[src/rtl/alarm_pkg.sv]
package alarm_pkg;
   localparam int NUM_FIELDS = 4;
   localparam int REG_AW     = 3;
   localparam logic [REG_AW-1:0] CTRL_ADDR = 3'd4;
   localparam int CTRL_IE_BIT    = 0;
   localparam int CTRL_FLAG_BIT  = 1;
   localparam int CTRL_PULSE_BIT = 2;
   localparam int FIELD_OFF_BIT  = 7;
   localparam logic [7:0] FIELD_RESET = 8'h80;

   // compared width of each alarm field: minute, hour, day, weekday
   function automatic int field_width(input int idx);
      case (idx)
         0:       return 7;
         1:       return 6;
         2:       return 6;
         default: return 3;
      endcase
   endfunction
endpackage

[src/rtl/alarm_field_cmp.sv]
module alarm_field_cmp #(
   parameter int W = 7
) (
   input  logic [7:0] alarm_val,
   input  logic [7:0] now_val,
   output logic       hit
);
   localparam logic [7:0] MASK = 8'((1 << W) - 1);

   if (W < 1 || W > 7) begin : g_bad_w
      $error("alarm_field_cmp: W must be 1..7");
   end

   always_comb begin
      hit = alarm_val[alarm_pkg::FIELD_OFF_BIT] |
            ((alarm_val & MASK) == (now_val & MASK));
   end
endmodule

[src/rtl/alarm_regs.sv]
module alarm_regs
   import alarm_pkg::*;
(
   input  logic                        clk,
   input  logic                        rst_n,
   input  logic                        wr_en,
   input  logic [REG_AW-1:0]           wr_addr,
   input  logic [7:0]                  wr_data,
   input  logic                        match_evt,
   output logic [NUM_FIELDS-1:0][7:0]  fields,
   output logic                        irq_en,
   output logic                        pulse_mode,
   output logic                        flag
);
   logic ctrl_wr;
   logic flag_clr;

   assign ctrl_wr  = wr_en && (wr_addr == CTRL_ADDR);
   assign flag_clr = ctrl_wr && !wr_data[CTRL_FLAG_BIT];

   for (genvar i = 0; i < NUM_FIELDS; i++) begin : g_field
      always_ff @(posedge clk) begin
         if (!rst_n)
            fields[i] <= FIELD_RESET;
         else if (wr_en && (wr_addr == REG_AW'(i)))
            fields[i] <= wr_data;
      end
   end

   always_ff @(posedge clk) begin
      if (!rst_n) begin
         irq_en     <= 1'b0;
         pulse_mode <= 1'b0;
         flag       <= 1'b0;
      end else begin
         if (ctrl_wr) begin
            irq_en     <= wr_data[CTRL_IE_BIT];
            pulse_mode <= wr_data[CTRL_PULSE_BIT];
         end
         flag <= match_evt | (flag & ~flag_clr);
      end
   end


   match_wins_chk: assert property (@(posedge clk) disable iff (!rst_n)
      match_evt |=> flag);

   flag_sticky_chk: assert property (@(posedge clk) disable iff (!rst_n)
      (flag && !flag_clr) |=> flag);

   flag_clear_chk: assert property (@(posedge clk) disable iff (!rst_n)
      (flag_clr && !match_evt) |=> !flag);
endmodule

[src/rtl/alarm_irq_gen.sv]
module alarm_irq_gen #(
   parameter int PULSE_CYCLES = 4
) (
   input  logic clk,
   input  logic rst_n,
   input  logic match_evt,
   input  logic flag,
   input  logic irq_en,
   input  logic pulse_mode,
   output logic irq_n
);
   localparam int CNT_W = $clog2(PULSE_CYCLES + 1);
   localparam logic [CNT_W-1:0] CNT_MAX = CNT_W'(PULSE_CYCLES);

   if (PULSE_CYCLES < 1) begin : g_bad_pulse
      $error("alarm_irq_gen: PULSE_CYCLES must be at least 1");
   end

   logic [CNT_W-1:0] cnt;
   logic             fire;
   logic             active;

   assign fire = match_evt && irq_en && pulse_mode;

   always_ff @(posedge clk) begin
      if (!rst_n)
         cnt <= '0;
      else if (fire)
         cnt <= CNT_MAX;
      else if (cnt != '0)
         cnt <= cnt - 1'b1;
   end

   always_comb begin
      if (pulse_mode)
         active = (cnt != '0) && flag && irq_en;
      else
         active = flag && irq_en;
      irq_n = ~active;
   end


   irq_gate_chk: assert property (@(posedge clk) disable iff (!rst_n)
      !irq_n |-> (flag && irq_en));

   pulse_bound_chk: assert property (@(posedge clk) disable iff (!rst_n)
      cnt <= CNT_MAX);

   pulse_load_chk: assert property (@(posedge clk) disable iff (!rst_n)
      fire |=> (cnt == CNT_MAX));
endmodule

[src/rtl/alarm_match_unit.sv]
module alarm_match_unit
   import alarm_pkg::*;
#(
   parameter int PULSE_CYCLES = 4
) (
   input  logic              clk,
   input  logic              rst_n,
   input  logic              min_tick,
   input  logic [6:0]        now_min,
   input  logic [5:0]        now_hour,
   input  logic [5:0]        now_mday,
   input  logic [2:0]        now_wday,
   input  logic              wr_en,
   input  logic [REG_AW-1:0] wr_addr,
   input  logic [7:0]        wr_data,
   output logic              alarm_flag,
   output logic              irq_n
);
   logic [NUM_FIELDS-1:0][7:0] fields;
   logic [NUM_FIELDS-1:0][7:0] now_vec;
   logic [NUM_FIELDS-1:0]      hits;
   logic                       irq_en;
   logic                       pulse_mode;
   logic                       match_evt;

   assign now_vec[0] = {1'b0, now_min};
   assign now_vec[1] = {2'b0, now_hour};
   assign now_vec[2] = {2'b0, now_mday};
   assign now_vec[3] = {5'b0, now_wday};

   alarm_regs u_regs (
      .clk        (clk),
      .rst_n      (rst_n),
      .wr_en      (wr_en),
      .wr_addr    (wr_addr),
      .wr_data    (wr_data),
      .match_evt  (match_evt),
      .fields     (fields),
      .irq_en     (irq_en),
      .pulse_mode (pulse_mode),
      .flag       (alarm_flag)
   );

   for (genvar i = 0; i < NUM_FIELDS; i++) begin : g_cmp
      alarm_field_cmp #(.W(field_width(i))) u_cmp (
         .alarm_val (fields[i]),
         .now_val   (now_vec[i]),
         .hit       (hits[i])
      );
   end

   assign match_evt = min_tick && (&hits);

   alarm_irq_gen #(.PULSE_CYCLES(PULSE_CYCLES)) u_irq (
      .clk        (clk),
      .rst_n      (rst_n),
      .match_evt  (match_evt),
      .flag       (alarm_flag),
      .irq_en     (irq_en),
      .pulse_mode (pulse_mode),
      .irq_n      (irq_n)
   );


   tick_only_chk: assert property (@(posedge clk) disable iff (!rst_n)
      $rose(alarm_flag) |-> $past(min_tick));
endmodule

[config.mk]
export PLATFORM = sky130hd
export DESIGN_NAME = alarm_match_unit
export DESIGN_NICKNAME = d
export VERILOG_FILES = /design/src/rtl/alarm_pkg.sv /design/src/rtl/alarm_field_cmp.sv /design/src/rtl/alarm_regs.sv /design/src/rtl/alarm_irq_gen.sv /design/src/rtl/alarm_match_unit.sv
export SDC_FILE = /design/constraint.sdc
export NUM_CORES = 1
export LEC_CHECK = 0
export BUFFER_PORTS_ARGS = -buffer_cell sky130_fd_sc_hd__buf_2
export CORE_UTILIZATION = 56
export DETAILED_ROUTE_END_ITERATION = 8
export GPL_TIMING_DRIVEN = 0
export PLACE_DENSITY = 0.92
export SLEW_MARGIN = 10
export SYNTH_ARGS = -nofsm -noshare
export SYNTH_HDL_FRONTEND = slang
export SYNTH_SLANG_ARGS = --single-unit
[constraint.sdc]
create_clock -name clk -period 2.7 [get_ports clk]
set_clock_uncertainty 0.15 [all_clocks]
set_input_delay 0.405 -clock clk [delete_from_list [all_inputs] [get_ports clk]]
set_output_delay 0.405 -clock clk [all_outputs]
set_load 0.03 [all_outputs]
==> flow_results.org <==
** Drt
- The detail route stage leaves a number of antenna-violating nets equal to 0.
- After detailed routing, the number of vias per cell comes to 5.21.
- Number of vias in the routed layout :: 1,266
- Number of optimization iterations in the first detailed-route pass :: 4
- Total wirelength of the detailed-routed design :: 3200 um
- WL per Instance :: 13.2 um
- In the routed design, unresolved DRC markers number 0.
- First-iteration detailed-routing DRC count :: 19

** Hold path
- HP Start :: wr_data[6]
- Type of the most critical hold path :: input port to register
- For hold timing, the worst endpoint is u_regs.fields[6].
- Hold Path Stages :: 3

** Clock network
- Number of sinks handled by clock tree synthesis :: 32
- The clock reaches the later pin of the worst-skew pair after 0.33 ns.
- In this run, CTS created clock tree buffers numbering 5.
- For this design, the CTS-stage hold fixing added 0 buffers.
- Maximum clock insertion buffer count :: 2
- Clock slew seen by the registers of the worst setup and hold paths :: 0.09 ns
- PostCTS Resize Cnt :: 0
- Clock H-tree levels :: 2
- Post-CTS timing repair inserted 0 buffers for setup.
- TritonCTS built the clock tree.
- CTS placed an instance of sky130_fd_sc_hd__clkbuf_4 at the clock tree root.

** Placement
- Port buffer count :: 38
- GPL Wtd Cong :: 0.734
- The number of placed instances, taps included, is 238.
- Summed over all nets, the half-perimeter wirelength after detailed placement is 2490 um.
- Area after detailed placement :: 1780 um2

** Floorplanning
- Number of top-level pins :: 39
- For this configuration, the core starts out at a cell density of 61.0%.
- Die extent in x :: 54.7 um
- Area inside the core boundary :: 2540 um2
- The die covers 2990 um2.
- Die Ht :: 54.7 um
- The initialized floorplan defines 18 standard-cell rows.

** Logic synthesis
- Cell area after synthesis :: 1550 um2
- In this run, synthesis inferred 0 flip-flops with an integrated enable.
- Area contributors post-synth :: sky130_fd_sc_hd__dfxtp_1, sky130_fd_sc_hd__xor2_1, sky130_fd_sc_hd__mux2i_1
- Yosys mapped the design onto 29 distinct sky130hd cell types.
- Fraction of the yosys area taken by sequential cells :: 41.3%
- Counting flops and latches in the post-synthesis netlist gives 32.
- Synth Flop Type :: sky130_fd_sc_hd__dfxtp_1
- The synthesized design devotes to its leading area cell type 41.3% of total area.
- Of all flip-flops after synthesis, the portion carrying an async set or reset was 0%.
- Total number of yosys warnings :: 0
- Cell count after synthesis :: 170
- Dividing the synthesized area by the synthesized cell count gives 9.13 um2.
- Area leader, netlist :: sky130_fd_sc_hd__dfxtp_1
- The number of nets handed over by synthesis was 209.

** Worst setup path
- Data on the critical path is required at its endpoint by 2.14 ns.
- Endpoint of the lowest-slack register-to-register path :: u_irq.cnt[0]
- The critical path in this run is classified as register to output port.
- On the critical path, the stage with the largest delay is an instance of sky130_fd_sc_hd__dfxtp_1.
- Cell family contributing the most delay on the critical path :: simple AND/OR/NAND/NOR gates
- Worst Reg2Reg Path Length in Cells :: 5
- Max incr delay on CP :: 0.33 ns
- List of cells traversed by the critical path :: inv_1 > ha_1 > nor2b_1 > nand2_1 > nand3_1 > buf_2
- Critical Path End Type :: output port
- Origin of the critical flop-to-flop path :: u_regs.fields[25]
- STA puts the critical path data arrival time at 1.55 ns.
- Worst Setup Start Kind :: register
- Setup slack on the worst flop-to-flop path :: 0.96 ns
- Of all nets on the critical path, the largest fanout is 4.
- Buffering stage count on the worst path with inverters included :: 2

** Final layout
- Inserted Diodes :: 0
- Share of cells above drive strength 1 :: 23.0%
- Synth-to-layout area growth :: 17.1%
- Util after Layout :: 71.4%
- After the flow finishes, the layout carries non-filler instances totaling 243.
- After the last flow step, the layout net total stands at 254.
- Non-Filler Cell Area, Final :: 1820 um2

** STA
- Slew at the pin with the worst max-slew slack :: 0.498 ns
- Clock period minus final worst setup slack :: 2.11 ns
- Max-slew violation count :: 0
- Static timing analysis puts the maximum clock frequency at 0.475 GHz.
- RSZ-0062 raised after global routing :: false
- Final Hold Violating Endpoints :: 0
- Measured against its own limit, the worst slew margin works out to 66.6%.
- Post-route fraction of the period consumed by the critical path :: 78.0%
- Setup Viol. Count Final :: 0
- Final TNS setup :: 0 ns
- Post-Route Hold Slack :: 0.167 ns

** Global route
- GRT Total Usage :: 25.3%
- Overall overflow remaining after global route :: 0
- Entering global routing, the biggest net connects 11 pins.
- The via count of the first global-routing pass was 1,227.
- Global-route wire length before repair :: 5150 um
- The initial antenna violation count is 0.

** Power and ir drop
- IR analysis of the VDD net gives a maximum drop of 493 uV.
- Dividing total power by cell area gives a power density of 524 nW/um2.
- Static Leak :: 0.773 nW

** Run status
- The run finished with clean final reports.

** Flow run
- Max-cap violations in this run came to 0.
## worst max path at each step
stage / startpoint / to / slack, ns / cells after the start
2_1_floorplan: u_irq.cnt[0] / irq_n / 1.07 / 5
3_3_place_gp: now_wday[1] / u_irq.cnt[0] / 0.82 / 6
3_5_place_dp: now_wday[1] / u_irq.cnt[0] / 0.81 / 6
4_1_cts: u_irq.cnt[0] / irq_n / 0.59 / 6
5_1_grt: u_irq.cnt[0] / irq_n / 0.47 / 6
6_report: u_irq.cnt[0] / irq_n / 0.59 / 6
## layout make-up
class	instances	area [um2]
plain buffers	6	23.8
clock buffers	5	37.5
fillers	226	727
inverters	4	15.0
multi-input cells	128	873
flip-flops and latches	32	641
well taps	30	37.5
repair buffers	38	190
## cells by family after synthesis
| kind of cell | after synthesis | synth area share, % |
|---|---|---|
| compound gates | 22 | 11.4 |
| xor+xnor | 23 | 13.0 |
| fa+ha+maj | 2 | 1.61 |
| buf+inv | 10 | 2.50 |
| flops | 32 | 41.3 |
| mux | 13 | 8.38 |
| simple gates | 68 | 21.9 |
## tightest hold or removal path, delay by kind of cell
family / cells / cell delay [ns]
buffers and inverters: 1 / 0.09
AND/OR/NAND/NOR: 1 / 0.04
AO/OA/AOI/OAI: 1 / 0.06
## cells in the mapped netlist (all sizes together), types with 3 or more instances
cell / n
nand2: 30
a21boi: 15
inv: 4
nor3: 3
and3: 3
nand3: 10
mux2i: 13
clkbuf: 5
xnor2: 8
dfxtp: 32
nor2b: 12
nor4: 3
xor2: 15
## through the flow
stage | power, W | worst slack (ns)
3_5_place_dp | 0.000731 | 0.810
2_1_floorplan | 0.000661 | 1.07
4_1_cts | 0.000957 | 0.586
5_1_grt | 0.00100 | 0.469
3_3_place_gp | 0.000719 | 0.818
6_report | 0.000952 | 0.593
## power by group
| part | total [W] | internal, W | leakage [nW] | switching (W) |
|---|---|---|---|---|
| Sequential | 0.000519 | 0.000501 | 0.260 | 0.0000181 |
| Clock | 0.000233 | 0.0000868 | 0.0230 | 0.000146 |
| Combinational | 0.000201 | 0.0000964 | 0.490 | 0.000104 |
## registers in the layout, summed over array words and instances (netlist names)
signal             cells
u_regs.pulse_mode      1
u_regs.flag            1
u_irq.cnt              3
u_regs.fields         26
u_regs.irq_en          1
## placed cells by master (no fill, tap or decap)
cell type                   n
sky130_fd_sc_hd__a21boi_0  13
sky130_fd_sc_hd__a21boi_1   2
sky130_fd_sc_hd__a21oi_1    1
sky130_fd_sc_hd__a31o_2     2
sky130_fd_sc_hd__a41o_2     1
sky130_fd_sc_hd__and3_1     3
sky130_fd_sc_hd__buf_2     39
sky130_fd_sc_hd__clkbuf_1   5
sky130_fd_sc_hd__clkbuf_4   5
sky130_fd_sc_hd__dfxtp_1   32
sky130_fd_sc_hd__ha_1       2
sky130_fd_sc_hd__inv_1      4
sky130_fd_sc_hd__mux2i_1   13
sky130_fd_sc_hd__nand2_1   30
sky130_fd_sc_hd__nand2b_1   1
sky130_fd_sc_hd__nand3_1   10
sky130_fd_sc_hd__nand4_1    2
sky130_fd_sc_hd__nand4b_1   1
sky130_fd_sc_hd__nor2_1     1
sky130_fd_sc_hd__nor2b_1   12
sky130_fd_sc_hd__nor3_1     2
sky130_fd_sc_hd__nor3_2     1
sky130_fd_sc_hd__nor3b_1    1
sky130_fd_sc_hd__nor4_1     3
sky130_fd_sc_hd__o21ai_0    1
sky130_fd_sc_hd__o41ai_1    1
sky130_fd_sc_hd__o41ai_2    1
sky130_fd_sc_hd__or3_1      1
sky130_fd_sc_hd__xnor2_1    8
sky130_fd_sc_hd__xor2_1    15
## routing by layer
layer	wire length, um	vias to the layer above	global-route usage (%)
met5	0	-	0
met4	42	0	10.7
met3	140	5	6.67
met2	1580	24	43.6
met1	1440	574	29.2
li1	-	663	-
Note: power is estimated with default switching activity, not from simulation.
